`src/rtl/twcfg_pkg.sv`:
```
package twcfg_pkg;
  typedef enum logic [2:0] {
    ST_IDLE, ST_ADDR, ST_CMD, ST_COUNT, ST_WDATA, ST_RCOUNT, ST_RDATA, ST_WAIT
  } stage_t;

  function automatic logic is_tx(input stage_t s);
    return (s == ST_RCOUNT) || (s == ST_RDATA);
  endfunction
endpackage

```
`src/rtl/twcfg_sync.sv`:
```
module twcfg_sync #(
  parameter int W = 2
) (
  input  logic         clk,
  input  logic         rst,
  input  logic [W-1:0] async_i,
  output logic [W-1:0] sync_o
);
  logic [W-1:0] meta;
  for (genvar g = 0; g < W; g++) begin : g_bit
    always_ff @(posedge clk) begin
      if (rst) begin
        meta[g]   <= 1'b1;
        sync_o[g] <= 1'b1;
      end else begin
        meta[g]   <= async_i[g];
        sync_o[g] <= meta[g];
      end
    end
  end
endmodule

```
`src/rtl/twcfg_cond.sv`:
```
module twcfg_cond (
  input  logic clk,
  input  logic rst,
  input  logic scl_s,
  input  logic sda_s,
  output logic scl_rise,
  output logic scl_fall,
  output logic start_det,
  output logic stop_det
);
  logic scl_q, sda_q;

  always_ff @(posedge clk) begin
    if (rst) begin
      scl_q <= 1'b1;
      sda_q <= 1'b1;
    end else begin
      scl_q <= scl_s;
      sda_q <= sda_s;
    end
  end

  assign scl_rise  = scl_s & ~scl_q;
  assign scl_fall  = ~scl_s & scl_q;
  assign start_det = scl_s & scl_q & sda_q & ~sda_s;
  assign stop_det  = scl_s & scl_q & ~sda_q & sda_s;

  // at most one bus event per cycle, so an abort never meets a bit edge
  assert_one_event_R9: assert property (@(posedge clk) disable iff (rst)
    $onehot0({scl_rise, scl_fall, start_det, stop_det}));
endmodule

```
`src/rtl/twcfg_regbank.sv`:
```
module twcfg_regbank #(
  parameter int              NREG    = 3,
  parameter logic [8*NREG-1:0] RST_VAL = '1,
  parameter logic [8*NREG-1:0] WR_MASK = '1
) (
  input  logic                         clk,
  input  logic                         rst,
  input  logic                         we,
  input  logic [$clog2(NREG+1)-1:0]    widx,
  input  logic [7:0]                   wdata,
  output logic [8*NREG-1:0]            regs_o
);
  localparam int CW = $clog2(NREG + 1);

  logic [7:0] r [NREG];

  for (genvar g = 0; g < NREG; g++) begin : g_reg
    localparam logic [7:0] RV = RST_VAL[8*g +: 8];
    localparam logic [7:0] WM = WR_MASK[8*g +: 8];
    always_ff @(posedge clk) begin
      if (rst)
        r[g] <= RV;
      else if (we && widx == CW'(g))
        r[g] <= (wdata & WM) | (RV & ~WM);
    end
    assign regs_o[8*g +: 8] = r[g];
  end

  // stored bytes only move on a commit strobe
  assert_hold_without_write_R6: assert property (@(posedge clk) disable iff (rst)
    !we |=> $stable(regs_o));
endmodule

```
`src/rtl/twcfg_engine.sv`:
```
module twcfg_engine
  import twcfg_pkg::*;
#(
  parameter int         NREG      = 3,
  parameter logic [6:0] DEV_ADDR  = 7'h69,
  parameter logic [7:0] BLOCK_CMD = 8'h00
) (
  input  logic                      clk,
  input  logic                      rst,
  input  logic                      scl_rise,
  input  logic                      scl_fall,
  input  logic                      start_det,
  input  logic                      stop_det,
  input  logic                      sda_s,
  input  logic [8*NREG-1:0]         rd_regs,
  output logic                      we_o,
  output logic [$clog2(NREG+1)-1:0] widx_o,
  output logic [7:0]                wdata_o,
  output logic                      sda_pull_o
);
  localparam int CW = $clog2(NREG + 1);
  localparam logic [CW-1:0] PTR_END = CW'(NREG);

  stage_t        stage, nxt;
  logic [3:0]    bitcnt;
  logic          bitfell, armed, mack;
  logic [7:0]    sreg, txsr, ld_byte;
  logic [CW-1:0] ptr;

  always_comb begin
    ld_byte = 8'hFF;
    if (nxt == ST_RCOUNT) ld_byte = 8'(NREG);
    else
      for (int i = 0; i < NREG; i++)
        if (ptr == CW'(i)) ld_byte = rd_regs[8*i +: 8];
  end

  always_ff @(posedge clk) begin
    we_o <= 1'b0;
    if (rst) begin
      stage <= ST_IDLE;  nxt <= ST_IDLE;  bitcnt <= '0;  bitfell <= 1'b0;
      armed <= 1'b0;  mack <= 1'b0;  sreg <= '0;  txsr <= '0;  ptr <= '0;
      widx_o <= '0;  wdata_o <= '0;  sda_pull_o <= 1'b0;
    end else if (stop_det) begin
      stage <= ST_IDLE;  bitcnt <= '0;  bitfell <= 1'b0;  armed <= 1'b0;
      sda_pull_o <= 1'b0;
    end else if (start_det) begin
      bitcnt <= '0;  bitfell <= 1'b0;  sda_pull_o <= 1'b0;
      if (bitfell) begin
        stage <= ST_IDLE;
        armed <= 1'b0;
      end else begin
        stage <= ST_ADDR;
      end
    end else if (stage != ST_IDLE && stage != ST_WAIT) begin
      if (scl_rise) begin
        if (bitcnt == 4'd8) begin
          mack   <= ~sda_s;
          bitcnt <= 4'd9;
        end else if (bitcnt < 4'd8) begin
          sreg   <= {sreg[6:0], sda_s};
          bitcnt <= bitcnt + 4'd1;
        end
      end else if (scl_fall) begin
        if (bitcnt >= 4'd1 && bitcnt <= 4'd7) begin
          bitfell <= 1'b1;
          if (is_tx(stage)) begin
            sda_pull_o <= ~txsr[6];
            txsr       <= {txsr[6:0], 1'b0};
          end
        end else if (bitcnt == 4'd8) begin
          bitfell <= 1'b1;
          unique case (stage)
            ST_ADDR: begin
              if (sreg == {DEV_ADDR, 1'b0}) begin
                sda_pull_o <= 1'b1;  nxt <= ST_CMD;  armed <= 1'b0;
              end else if (sreg == {DEV_ADDR, 1'b1} && armed) begin
                sda_pull_o <= 1'b1;  nxt <= ST_RCOUNT;  ptr <= '0;
              end else begin
                nxt <= ST_WAIT;
              end
            end
            ST_CMD: begin
              if (sreg == BLOCK_CMD) begin
                sda_pull_o <= 1'b1;  nxt <= ST_COUNT;  armed <= 1'b1;  ptr <= '0;
              end else begin
                nxt <= ST_WAIT;
              end
            end
            ST_COUNT: begin
              sda_pull_o <= 1'b1;  nxt <= ST_WDATA;
            end
            ST_WDATA: begin
              sda_pull_o <= 1'b1;  nxt <= ST_WDATA;
              if (ptr != PTR_END) begin
                we_o    <= 1'b1;
                widx_o  <= ptr;
                wdata_o <= sreg;
                ptr     <= ptr + 1'b1;
              end
            end
            ST_RCOUNT, ST_RDATA: begin
              sda_pull_o <= 1'b0;  nxt <= ST_RDATA;
            end
            default: nxt <= ST_WAIT;
          endcase
        end else if (bitcnt == 4'd9) begin
          bitcnt     <= '0;
          bitfell    <= 1'b0;
          sda_pull_o <= 1'b0;
          if (is_tx(stage) && !mack) begin
            stage <= ST_WAIT;
          end else begin
            stage <= nxt;
            if (is_tx(nxt)) begin
              txsr       <= ld_byte;
              sda_pull_o <= ~ld_byte[7];
              if (nxt == ST_RDATA && ptr != PTR_END) ptr <= ptr + 1'b1;
            end
          end
        end
      end
    end
  end

  // when receiving, the line is pulled only around the acknowledge slot
  assert_rx_pull_in_ack_slot_R2: assert property (@(posedge clk) disable iff (rst)
    (sda_pull_o && !is_tx(stage)) |-> (bitcnt >= 4'd8));
  // a stop always leaves the line released
  assert_release_after_stop_R10: assert property (@(posedge clk) disable iff (rst)
    stop_det |=> !sda_pull_o);
  // a commit only happens while a block write is in progress
  assert_commit_in_write_R4: assert property (@(posedge clk) disable iff (rst)
    we_o |-> (stage == ST_WDATA));
endmodule

```
`src/rtl/twcfg_slave.sv`:
```
module twcfg_slave #(
  parameter int                NREG      = 3,
  parameter int                N_OUT     = 2,
  parameter logic [6:0]        DEV_ADDR  = 7'h69,
  parameter logic [7:0]        BLOCK_CMD = 8'h00,
  parameter logic [8*NREG-1:0] RST_VAL   = 24'hFF_C0_FF,
  parameter logic [8*NREG-1:0] WR_MASK   = 24'hFF_C0_FF
) (
  input  logic               clk,
  input  logic               rst,
  input  logic               scl_i,
  input  logic               sda_i,
  output logic               sda_pull_o,
  output logic [8*N_OUT-1:0] cfg_o
);
  localparam int CW = $clog2(NREG + 1);

  logic              scl_s, sda_s;
  logic              scl_rise, scl_fall, start_det, stop_det;
  logic              we;
  logic [CW-1:0]     widx;
  logic [7:0]        wdata;
  logic [8*NREG-1:0] regs;

  twcfg_sync #(.W(2)) u_sync (
    .clk(clk), .rst(rst), .async_i({scl_i, sda_i}), .sync_o({scl_s, sda_s})
  );

  twcfg_cond u_cond (
    .clk(clk), .rst(rst), .scl_s(scl_s), .sda_s(sda_s),
    .scl_rise(scl_rise), .scl_fall(scl_fall),
    .start_det(start_det), .stop_det(stop_det)
  );

  twcfg_engine #(.NREG(NREG), .DEV_ADDR(DEV_ADDR), .BLOCK_CMD(BLOCK_CMD)) u_engine (
    .clk(clk), .rst(rst), .scl_rise(scl_rise), .scl_fall(scl_fall),
    .start_det(start_det), .stop_det(stop_det), .sda_s(sda_s),
    .rd_regs(regs), .we_o(we), .widx_o(widx), .wdata_o(wdata),
    .sda_pull_o(sda_pull_o)
  );

  twcfg_regbank #(.NREG(NREG), .RST_VAL(RST_VAL), .WR_MASK(WR_MASK)) u_regs (
    .clk(clk), .rst(rst), .we(we), .widx(widx), .wdata(wdata), .regs_o(regs)
  );

  assign cfg_o = regs[8*N_OUT-1:0];

  // the data line moves only while the synchronised clock is low
  assert_sda_low_phase_R10: assert property (@(posedge clk) disable iff (rst)
    !$stable(sda_pull_o) |-> !scl_s);
  // the output changes two cycles after a detected clock fall
  assert_commit_on_fall_R11: assert property (@(posedge clk) disable iff (rst)
    !$stable(cfg_o) |-> $past(scl_fall, 2));
endmodule

```
`config.mk`:
```
export PLATFORM = sky130hd
export DESIGN_NAME = twcfg_slave
export DESIGN_NICKNAME = d
export VERILOG_FILES = /design/src/rtl/twcfg_pkg.sv /design/src/rtl/twcfg_sync.sv /design/src/rtl/twcfg_cond.sv /design/src/rtl/twcfg_regbank.sv /design/src/rtl/twcfg_engine.sv /design/src/rtl/twcfg_slave.sv
export SDC_FILE = /design/constraint.sdc
export NUM_CORES = 1
export LEC_CHECK = 0
export CELL_PAD_IN_SITES_DETAIL_PLACEMENT = 2
export CELL_PAD_IN_SITES_GLOBAL_PLACEMENT = 2
export CORE_ASPECT_RATIO = 2
export CORE_MARGIN = 2
export CORE_UTILIZATION = 40
export DETAILED_ROUTE_END_ITERATION = 6
export PLACE_DENSITY = 0.82
export SYNTH_ARGS = -nofsm -noshare
export SYNTH_HDL_FRONTEND = slang
export SYNTH_SLANG_ARGS = --single-unit
```
`constraint.sdc`:
```
create_clock -name clk -period 5.26 [get_ports clk]
set_input_delay 0.526 -clock clk [delete_from_list [all_inputs] [get_ports clk]]
set_output_delay 0.526 -clock clk [all_outputs]
set_load 0.05 [all_outputs]
```
* Word level (Yosys, flattened, before mapping) *
Memories as Yosys holds them, arrays and structs flattened.
Index checks and enable logic that the tools add are counted.

operators by class
  reduce and logical (&&, ||, !) cells = 44
  equal/unequal tests = 39
  muxes and demuxes = 77
  $lt $le $gt $ge = 3
  bitwise operators = 24
  $add $sub $neg = 2

operators with widths
  kind                                                                      number
  8-bit two-way mux                                                         7
  7-bit two-way mux                                                         6
  1-bit two-way mux                                                         33
  3-bit two-way mux                                                         10
  4-bit two-way mux                                                         7
  2-bit nonzero test                                                        11
  2-bit two-way mux                                                         10
  6-bit AND reduction                                                       3
  9-bit AND reduction                                                       2
  8-bit == test (second input constant)                                     2
  3-bit == test (second input constant)                                     5
  3-bit inequality test (second input constant)                             5
  15-bit AND reduction                                                      1
  2-bit inequality test (second input constant)                             7
  1-bit inverter                                                            14
  3-bit case mux with 4 select lines                                        1
  10-bit AND reduction                                                      1
  3-bit nonzero test                                                        3
  9-bit OR reduction                                                        1
  4-bit == test (second input constant)                                     2
  1-bit logical AND                                                         8
  8-bit zero test                                                           1
  2-bit by 1-bit inequality test with 1-bit output (second input constant)  4
  4-bit inequality test (second input constant)                             2
  other kinds (27)                                                          43

storage, ports and cells
  RAM bits = 24
  memories = 1
  flip-flop bits (word level) = 48
  bits of input ports = 4

memories
  name      depth  width  rd ports  clocked after memory_dff  wr ports  RTL line             source
  u_regs.r  3      8      3         0                         3         twcfg_regbank.sv:15  logic [7:0] r [NREG];

* Logic depth before layout (Yosys ltp) *
  depth in word-level cells = 11
  depth in mapped cells = 11
  mapped depth without buffers = 8

* Modules after synthesis *
A second synthesis with hierarchy kept.

unflattened totals
  cells, all modules = 357
  area, all modules = 3,505.9 µm²

by module, submodules not included
  module         cells an instance  area an instance (µm²)  instances  seq. area each (µm²)
  twcfg_engine   287                2,524.9                 1          840.8
  twcfg_regbank  54                 790.8                   1          540.5
  twcfg_sync     8                  105.1                   1          80.1
  twcfg_cond     8                  85.1                    1          40.0

* Worst setup path before layout *
Ideal clock, no wire load.

  path type = register -> register
  from = register u_engine.bitcnt[0]
  to = register u_engine.bitcnt[2]
  slack = 3.273 ns
  library setup time = 0.070 ns
  arrival = 1.917 ns
  required time = 5.190 ns
  cell stages (with the launch flop) = 9
  path through = dfxtp_1 > inv_1 > ha_1 > buf_4 > or3_1 > a21oi_1 > o21ai_1 > or4_1 > a21oi_1

between the ends
  cells in the longest elaborated chain, start to end = 4
  elaborated cells on any way between the ends = 15
  classes of those cells = add/sub: 1; order compare: 3; eq/ne: 5; mux: 3; reduce/logical: 3

RTL lines
  item                                                                                RTL line                                source
  from (decl)                                                                         twcfg_engine.sv:25                      logic [3:0] bitcnt;
  from (signal assigned)                                                              twcfg_engine.sv:62                      bitcnt <= bitcnt + 4'd1;
  4-bit by 1-bit >= comparator with 1-bit output (tied with other cells)              twcfg_engine.sv:65                      if (bitcnt >= 4'd1 && bitcnt <= 4'd7) begin
  1-bit logical AND / 4-bit two-way mux (equally long branches)                       twcfg_engine.sv:65, twcfg_engine.sv:60
  2-bit inequality test (no source line) / 4-bit two-way mux (equally long branches)  -
  6-bit AND reduction (no source line) / 4-bit two-way mux (equally long branches)    -

Parallel ways exist; a longest one is shown, timed or not. The select of a mux whose other input is x is not followed.
A chain may end at the register's enable or synchronous reset.

* Final worst setup path *
  from = register u_cond.scl_q
  to = register u_engine.wdata_o[0]

between the ends
  cells in the longest elaborated chain, start to end = 5
  elaborated cells on any way between the ends = 12
  classes of those cells = bitwise: 11; reduce/logical: 1

RTL lines
  item                                        RTL line                            source
  from (decl)                                 twcfg_cond.sv:11                    logic scl_q, sda_q;
  from (signal assigned)                      twcfg_cond.sv:18                    scl_q <= scl_s;
  1-bit AND                                   twcfg_cond.sv:25, twcfg_cond.sv:26
  1-bit AND (on tied branches) (2 in series)  twcfg_cond.sv:26, twcfg_cond.sv:25
  1-bit inverter (no source line)             -
  9-bit AND reduction (no source line) (*)    -
  to (signal assigned)                        twcfg_engine.sv:98                  wdata_o <= sreg;
  to (decl)                                   twcfg_engine.sv:18                  output logic [7:0] wdata_o,

Mark *: on every way between the ends. The rest lies on a longest branch, timed or not.

==> flow_metrics.py <==
metrics = {
    "synth": {
        "synth_seq_cells": 66,
        "synth-seq-area-share": 0.426,
        "syn_area_um2": 3530,
        "yosysTopAreaCell": "dfxtp_1",
        "synth_edf_count": 18,
        "yosys.area.top_type_share": 0.272,
        "synth.area.top_cells": "dfxtp_1 (27%), edfxtp_1 (15%), mux2i_1 (6.8%), nor2_1 (5.4%), buf_4 (4.0%)",
        "ys.warnings.count": 0,
        "synth.top_cells.by_count": "nor2_1 (51), dfxtp_1 (48), a21oi_1 (28)",
        "syn_inst": 392,
        "yosysMostFrequentCell": "nor2_1",
        "async_reset_ff_frac": 0,
        "ys_types": 51,
        "syn_area_per_cell_um2": 9.00,
        "ys.flop_type": "dfxtp_1",
    },
    "clock_tree": {
        "cts.sinks": 66,
        "cts_setup_buffers": 0,
        "ctsResizeCount": 0,
        "cts_tree": "yes",
        "cts_buffers": 9,
        "cts_hold_buf": 0,
        "clk_latency_ns": 0.34,
        "htree_levels": 3,
        "clock_path_buffers": 2,
        "ctsRootBufferMaster": "clkbuf_16",
        "clkTransAtPathRegs_ns": 0.05,
    },
    "drt": {
        "vias": 2781,
        "drtPass1Iterations": 4,
        "drc": 0,
        "vias_per_cell": 5.68,
        "dr.first_iter.drc_count": 86,
        "ant_nets": 0,
        "wirelength_um": 10200,
        "wire_per_inst_um": 20.8,
    },
    "timing": {
        "hold_viol": 0,
        "fin_hold_ws_ns": 0.423,
        "finalMaxSlewViolations": 0,
        "max_slew_margin": 0.362,
        "timing.fmax_mhz": 361,
        "setup_violations": 0,
        "rsz0062_at_grt": "false",
        "fin_tns_setup_ns": 0,
        "fin_crit_ns": 2.77,
        "min_period_over_period": 0.527,
        "worst_clock_skew_ns": 0.00509,
        "worst_slew_pin_slew_ns": 0.950,
    },
    "pwr": {
        "sw_frac_of_total": 0.224,
        "seqPwrFrac": 0.456,
        "p_comb_frac": 0.032,
        "power.leakage_uw": 0.00144,
        "clock_power_share": 0.511,
        "peakVddDrop_uv": 264,
        "p_sw_uw": 258,
        "p_total_uw": 1150,
        "internal_power_uw": 896,
        "power_density_nw_per_um2": 297,
    },
    "setup_path": {
        "endpoint_kind": "flip-flop",
        "crit_type": "reg -> reg",
        "required_ns": 5.48,
        "start_kind": "flip-flop",
        "worstPathMaxFanout": 10,
        "critPathArrivalTime_ns": 2.99,
    },
    "floorplan": {
        "num_rows": 48,
        "die-area_um2": 9630,
        "io_pins": 21,
        "initial_core_util": 0.411,
        "coreArea_um2": 8590,
        "die_w_um": 70.4,
        "die_h_um": 137,
    },
    "global_routing": {
        "track_usage": 0.228,
        "grt_pass1_wl_um": 16500,
        "grt_pass1_vias": 3100,
        "overflow": 0,
        "grt_max_degree": 27,
        "antenna_found_initial": 0,
    },
    "place": {
        "placed_area_um2": 3600,
        "io_buffer_count": 14,
        "place_congestion": 0.803,
        "hpwl_um": 7460,
    },
    "final_layout": {
        "fin_nets": 399,
        "design_area_um2": 3880,
        "layout-drive-gt1-share": 0.0821,
        "nFillCells": 967,
        "area_growth_pct": 10.1,
        "diodes": 0,
    },
    "hold_path": {
        "min_path_type": "reg -> reg",
    },
    "job": {
        "cap_violations": 0,
    },
    "run_status": {
        "outcome": "completed",
    },
}
## through the flow
stage / worst slack [ns] / util / std cells
floorplan: 3.27 / - / 397
global placement: 2.61 / 0.419 / 474
detailed placement: 2.46 / 0.419 / 474
CTS: 2.44 / 0.452 / 490
global route: 2.28 / 0.452 / 490
finish: 2.49 / 0.452 / 490
## worst max-delay path: stages, from the launching register on
cell and delay [ns]:
dfxtp_1 0.35, inv_1 0.05, ha_1 0.27, nor2b_1 0.32
nand3_2 0.23, nor3_1 0.29, nand4_1 0.62, mux2i_1 0.42
nor2_1 0.09
## layer usage
layer  global-route usage  wire, µm  up-vias
met1                0.209      3550     1402
li1                     -         -     1332
met4                0.105       359        0
met5                    0         0        -
met2                0.456      6070       30
met3               0.0515       201       17
## layout by cell type (no fill, tap or decap), types with 6 or more instances in the layout
cell type	Yosys	layout
nor3_1	12	12
or2_2	8	8
dfxtp_1	48	48
inv_1	16	16
nand3_1	6	6
conb_1	1	6
clkdlybuf4s50_1	0	14
edfxtp_1	18	18
a211oi_1	12	12
nand2b_1	20	20
a21oi_1	28	28
nor2_1	51	51
clkbuf_16	0	9
o21ai_0	7	7
ha_1	10	10
nand2_1	19	19
nor2b_1	11	11
mux2i_1	24	24
## final cells by class
| cell class | instances | area, µm² | area share |
|---|---|---|---|
| Multi-Input combinational cell | 276 | 1750 | 0.452 |
| Sequential cell | 66 | 1500 | 0.387 |
| Clock inverter | 6 | 57.6 | 0.0148 |
| Inverter | 16 | 60.1 | 0.0155 |
| Clock buffer | 10 | 229 | 0.0590 |
| Tap cell | 100 | 125 | 0.0322 |
| Timing Repair Buffer | 16 | 155 | 0.0400 |
## path summary, 6_finish.rpt
check | startpoint | to | slack, ns | depth (start not counted)
max | u_cond.scl_q$_SDFF_PP1_ | u_engine.wdata_o[0]$_SDFFE_PP0P_ | 2.49 | 8
min | u_sync.meta[1]$_SDFF_PP1_ | u_sync.sync_o[1]$_SDFF_PP1_ | 0.42 | 1
max reg2reg | u_cond.scl_q$_SDFF_PP1_ | u_engine.wdata_o[0]$_SDFFE_PP0P_ | 2.49 | 8
min reg2reg | u_sync.meta[1]$_SDFF_PP1_ | u_sync.sync_o[1]$_SDFF_PP1_ | 0.42 | 1
## state kept, by name, indices dropped and copies added (netlist names), 2 cells and up
name,flops
u_sync.meta,2
u_engine.bitcnt,4
u_engine.sreg,8
u_regs.r,18
u_engine.wdata_o,8
u_engine.nxt,3
u_engine.ptr,2
u_engine.stage,3
u_sync.sync_o,2
u_engine.widx_o,2
u_engine.txsr,7
## cells by family (layout without fill, tap and decap cells)
family / Yosys count / count (layout) / synth area share
other: 1 / 6 / 0.00106
AOI/OAI and AO/OA: 74 / 74 / 0.134
and+or+nand+nor: 157 / 157 / 0.240
buffers and inverters: 55 / 48 / 0.0823
adders and majority gates: 10 / 10 / 0.0355
DFF: 66 / 66 / 0.426
xor gates and xnor gates: 4 / 4 / 0.00993
muxes: 25 / 25 / 0.0713
## power by group through the flow
stage / Sequential [µW] / Clock [µW] / Combinational (µW)
after detailed placement: 538 / 0 / 37.6
after global placement: 537 / 0 / 36.5
after floorplan: 535 / 0 / 34.7
after CTS: 527 / 602 / 38.2
after global routing: 527 / 623 / 41.6
final: 527 / 590 / 37.5
Note: power is estimated with default switching activity, not from simulation.
